<file path="src/rtl/frr_pkg.sv">
package frr_pkg;
  typedef enum logic [1:0] {
    ST_IDLE = 2'd0,
    ST_HOLD = 2'd1,
    ST_GAP  = 2'd2
  } frr_state_e;
endpackage

</file>
<file path="src/rtl/frr_sync.sv">
module frr_sync #(
  parameter int STAGES = 2
) (
  input  logic clk,
  input  logic rst_n,
  input  logic d_i,
  output logic q_o
);
  logic [STAGES-1:0] chain_q;

  always_ff @(posedge clk or negedge rst_n) begin
    if (!rst_n) chain_q <= '1;
    else        chain_q <= {chain_q[STAGES-2:0], d_i};
  end

  assign q_o = chain_q[STAGES-1];
endmodule

</file>
<file path="src/rtl/frr_tick.sv">
module frr_tick #(
  parameter int PRESCALE = 768
) (
  input  logic clk,
  input  logic rst_n,
  input  logic clr_i,
  output logic tick_o
);
  localparam int CW = (PRESCALE > 1) ? $clog2(PRESCALE) : 1;
  localparam logic [CW-1:0] LAST = CW'(PRESCALE - 1);

  logic [CW-1:0] cnt_q;

  always_ff @(posedge clk or negedge rst_n) begin
    if (!rst_n)               cnt_q <= '0;
    else if (clr_i || tick_o) cnt_q <= '0;
    else                      cnt_q <= cnt_q + 1'b1;
  end

  assign tick_o = (cnt_q == LAST);
endmodule

</file>
<file path="src/rtl/frr_hold_timer.sv">
module frr_hold_timer #(
  parameter int CONST_W   = 16,
  parameter int MIN_TICKS = 7
) (
  input  logic               clk,
  input  logic               rst_n,
  input  logic               load_i,
  input  logic [CONST_W-1:0] const_i,
  input  logic               run_i,
  input  logic               tick_i,
  output logic               done_o
);
  localparam logic [CONST_W-1:0] FLOOR = CONST_W'(MIN_TICKS);

  logic [CONST_W-1:0] left_q;
  logic [CONST_W-1:0] load_val;

  assign load_val = (const_i < FLOOR) ? FLOOR : const_i;

  always_ff @(posedge clk or negedge rst_n) begin
    if (!rst_n)                              left_q <= '0;
    else if (load_i)                         left_q <= load_val;
    else if (run_i && tick_i && left_q != 0) left_q <= left_q - 1'b1;
  end

  assign done_o = run_i && tick_i && (left_q == CONST_W'(1));
endmodule

</file>
<file path="src/rtl/frr_retry_ctr.sv">
module frr_retry_ctr #(
  parameter int W = 8
) (
  input  logic         clk,
  input  logic         rst_n,
  input  logic         inc_i,
  output logic [W-1:0] count_o
);
  always_ff @(posedge clk or negedge rst_n) begin
    if (!rst_n)                     count_o <= '0;
    else if (inc_i && ~&count_o)    count_o <= count_o + 1'b1;
  end
endmodule

</file>
<file path="src/rtl/frr_seq.sv">
module frr_seq #(
  parameter int PRESCALE    = 768,
  parameter int CONST_W     = 16,
  parameter int MIN_TICKS   = 7,
  parameter int RETRY_W     = 8,
  parameter int SYNC_STAGES = 2
) (
  input  logic               clk,
  input  logic               rst_n,
  input  logic               fault_n_i,
  input  logic               bypass_i,
  input  logic [CONST_W-1:0] recov_const_i,
  output logic               tristate_n_o,
  output logic [RETRY_W-1:0] retry_cnt_o
);
  import frr_pkg::*;

  frr_state_e state_q, state_d;
  logic fault_n_s, tick, hold_done, enter_hold, enter_gap;

  frr_sync #(.STAGES(SYNC_STAGES)) sync_i (
    .clk(clk), .rst_n(rst_n), .d_i(fault_n_i), .q_o(fault_n_s)
  );

  frr_tick #(.PRESCALE(PRESCALE)) tick_i (
    .clk(clk), .rst_n(rst_n), .clr_i(enter_hold || enter_gap), .tick_o(tick)
  );

  frr_hold_timer #(.CONST_W(CONST_W), .MIN_TICKS(MIN_TICKS)) timer_i (
    .clk(clk), .rst_n(rst_n), .load_i(enter_hold), .const_i(recov_const_i),
    .run_i(state_q == ST_HOLD), .tick_i(tick), .done_o(hold_done)
  );

  frr_retry_ctr #(.W(RETRY_W)) retry_i (
    .clk(clk), .rst_n(rst_n), .inc_i(enter_hold), .count_o(retry_cnt_o)
  );

  always_comb begin
    state_d = state_q;
    if (bypass_i) begin
      state_d = ST_IDLE;
    end else begin
      unique case (state_q)
        ST_IDLE: if (!fault_n_s) state_d = ST_HOLD;
        ST_HOLD: if (hold_done)  state_d = ST_GAP;
        ST_GAP:  if (tick)       state_d = fault_n_s ? ST_IDLE : ST_HOLD;
        default:                 state_d = ST_IDLE;
      endcase
    end
  end

  assign enter_hold = (state_d == ST_HOLD) && (state_q != ST_HOLD);
  assign enter_gap  = (state_d == ST_GAP)  && (state_q != ST_GAP);

  always_ff @(posedge clk or negedge rst_n) begin
    if (!rst_n) begin
      state_q      <= ST_IDLE;
      tristate_n_o <= 1'b1;
    end else begin
      state_q      <= state_d;
      tristate_n_o <= (state_d != ST_HOLD);
    end
  end
endmodule

</file>
<file path="config.mk">
export PLATFORM = sky130hd
export DESIGN_NAME = frr_seq
export DESIGN_NICKNAME = d
export VERILOG_FILES = /design/src/rtl/frr_pkg.sv /design/src/rtl/frr_sync.sv /design/src/rtl/frr_tick.sv /design/src/rtl/frr_hold_timer.sv /design/src/rtl/frr_retry_ctr.sv /design/src/rtl/frr_seq.sv
export SDC_FILE = /design/constraint.sdc
export NUM_CORES = 1
export LEC_CHECK = 0
export ABC_AREA = 0
export BUFFER_PORTS_ARGS = -buffer_cell sky130_fd_sc_hd__buf_2
export CAP_MARGIN = 40
export CORE_MARGIN = 1.5
export CORE_UTILIZATION = 50
export CTS_BUF_LIST = sky130_fd_sc_hd__clkbuf_4 sky130_fd_sc_hd__clkbuf_8 sky130_fd_sc_hd__clkbuf_16
export CTS_CLUSTER_DIAMETER = 150
export DETAILED_ROUTE_END_ITERATION = 10
export GPL_ROUTABILITY_DRIVEN = 0
export PLACE_DENSITY = 0.71
export SLEW_MARGIN = 10
export SYNTH_ARGS = -nofsm -noshare
export SYNTH_HDL_FRONTEND = slang
export SYNTH_SLANG_ARGS = --single-unit
</file>
<file path="constraint.sdc">
create_clock -name clk -period 2.75 [get_ports clk]
set_input_delay 0.4125 -clock clk [delete_from_list [all_inputs] [get_ports clk]]
set_output_delay 0.4125 -clock clk [all_outputs]
set_load 0.02 [all_outputs]
</file>
==> impl_metrics.yaml <==
route:
  viasPerCell: 5.86
  vias: 1676
  wirelength_mm: 4.28
  drc: 0
  drtPass1Iterations: 4
  drt_iter0_markers: 74
  antenna_left: 0
  wire_per_inst_um: 15.0
yosys:
  synth_edf_count: 0
  synthArstFlopShare_pct: 100
  postSynthAreaPerCell_um2: 10.3
  synth_nets: 231
  seq_area_frac_synth_pct: 46.0
  synth_cells: 206
  ys_warn_count: 0
  synth_cell_types: 50
  synth_ff_type: "dfrtp_1"
  ys_seq_elements: 39
  synth_area_um2: 2130
worst_hold_path:
  hold_class: "primary input to async pin"
setup_path:
  cp_max_fo: 11
  path_class: "flop to flop"
  critPathBufInv: 0
  start_kind: "flop"
  cp_data_required_time_ps: 2970
  r2r_cells: 5
  slowest_stage: "o2111ai_2"
  cpPeakStageDelay_ps: 540
  cp_data_arrival_time_ps: 2600
  cp_top_family: "simple AND/OR/NAND/NOR gates"
  cp_cell_sequence: "or4_4 > or3_1 > o2111ai_2 > o311ai_0 > nand3_1"
  critical_path_depth: 5
  cp-end-kind: "flop"
global_routing:
  first_global_vias: 1560
  grt_pass1_wl_mm: 7.13
  overflow: 0
  grt_max_degree: 23
  grt_usage_pct: 20.6
  antenna_found_initial: 0
floorplan:
  die_height_um: 68.3
  core_um2: 4060
  floorplan.initialDensity_pct: 52.5
  die_width_um: 68.3
  rows: 23
  die-area_um2: 4660
  io_pins: 29
pwr:
  vdd_ir_drop_max_mv: 0.476
  p_per_area_nw_per_um2: 695
  power.leakage_nw: 1.02
finish:
  fin_cells: 286
  syn_to_final_growth_pct: 13.8
  final_cell_mix: "dfrtp_1, buf_2, nor2_1"
  antennaDiodeCount: 0
  final_common_cell: "dfrtp_1"
  drive_gt1_share_pct: 22.5
  fin_nets: 260
clocking:
  cts_setup_buffers: 0
  cts_buffers: 5
  htree_num_levels: 2
  clock-sinks: 39
  clkLatencyLatePin_ps: 290
  cts-root-buf: "clkbuf_8"
  cts_buffer_depth: 2
  cts_hold_buf: 0
  cts_tree: "built"
  clk_pin_slew_ps: 80
  cts_resized: 0
timing:
  hold_viol: 0
  tns_ps: 0
  finClkSkew_ps: 9.58
  post-route-min-period_ps: 2380
  setup_viol: 0
  fin_crit_sh_pct: 86.6
  slew_violations: 0
  worst_pin_slew_ps: 673
  maxSlewHeadroom_pct: 55.1
  rsz0062_at_grt: "false"
  fmax_mhz: 420
place:
  port_buffers: 28
  dp_cells: 278
  hpwl_mm: 3.14
status:
  status: "completed"
run:
  drv_cap: 0
==> final cells by class <==
cell class,count,area [µm²]
Sequential cell,39,980
Timing Repair Buffer,30,188
Clock inverter,2,37.5
Inverter,6,22.5
Multi-Input combinational cell,153,1060
Tap cell,50,62.6
Fill cell,345,1630
Clock buffer,6,76.3
==> Yosys cell counts, drive strengths merged (6+ instances only) <==
cell type / number / share of area, %
buf: 7 / 2.6
dfrtp: 36 / 42
inv: 6 / 1.1
nand2: 15 / 2.6
nand3: 13 / 3.1
nor2: 18 / 3.2
nor4: 6 / 2.1
o21ai: 6 / 1.4
or3: 9 / 3.1
or4: 7 / 2.8
xnor2: 7 / 2.9
xor2: 9 / 3.7
==> worst reg2reg max path, delay by kind of cell (launching register included) <==
family	cells	cell delay [ps]
AND/OR/NAND/NOR	3	1110
AO/OA/AOI/OAI	2	770
flip-flops	1	430
==> kinds of logic after synthesis <==
| logic type | after synthesis | synth area share [%] |
|---|---|---|
| compound gates | 35 | 12.6 |
| xor+xnor | 16 | 6.58 |
| fa+ha+maj | 5 | 2.94 |
| buf+inv | 14 | 4.34 |
| flops | 39 | 46.0 |
| mux | 6 | 2.88 |
| simple gates | 91 | 24.7 |
==> layer usage <==
metal	global-route usage [%]	vias to the layer above	wire length, µm	part of all wire [%]
li1	-	828	-	-
met1	28.8	810	2110	49
met2	31.8	32	1950	46
met3	4.61	6	166	3.9
met4	6.75	0	49	1.1
met5	0	-	0	0
==> sequential cells by signal, summed over array words and instances (netlist names) <==
signal / cells
retry_i.count_o: 8
tristate_n_o: 1
state_q: 2
timer_i.left_q: 16
sync_i.chain_q: 2
tick_i.cnt_q: 10
==> path summary, 6_finish.rpt <==
path / startpoint / endpoint / slack (ps)
setup / recovery: timer_i.left_q[9]$_DFFE_PN0P_ / timer_i.left_q[4]$_DFFE_PN0P_ / 370
hold / removal: rst_n / tick_i.cnt_q[5]$_DFF_PN0_ / 60
setup reg to reg: timer_i.left_q[9]$_DFFE_PN0P_ / timer_i.left_q[4]$_DFFE_PN0P_ / 370
hold reg to reg: sync_i.chain_q[0]$_DFF_PN1_ / sync_i.chain_q[1]$_DFF_PN1_ / 360
max in group asynchronous: rst_n / sync_i.chain_q[1]$_DFF_PN1_ / 2140
min in group clk: fault_n_i / sync_i.chain_q[0]$_DFF_PN1_ / 210
==> power breakdown <==
part	total (W)	internal, W	switching [W]	leakage (nW)
combinational	0.000382	0.000171	0.000211	0.494
clock	0.000480	0.000281	0.000200	0.0548
sequential	0.000823	0.000689	0.000134	0.471
==> stage by stage <==
step	hold slack (ps)	total power, W	worst slack [ps]	util [%]	instance area [µm²]
4_1_cts	78.9	0.00170	383	59.8	2420
5_1_grt	93.8	0.00179	190	59.8	2420
2_1_floorplan	117	0.00107	676	-	2130
6_report	64.2	0.00169	368	59.8	2420
3_5_place_dp	353	0.00122	386	57.0	2310
3_3_place_gp	346	0.00120	406	56.3	2280
Note: power is estimated with default switching activity, not from simulation.
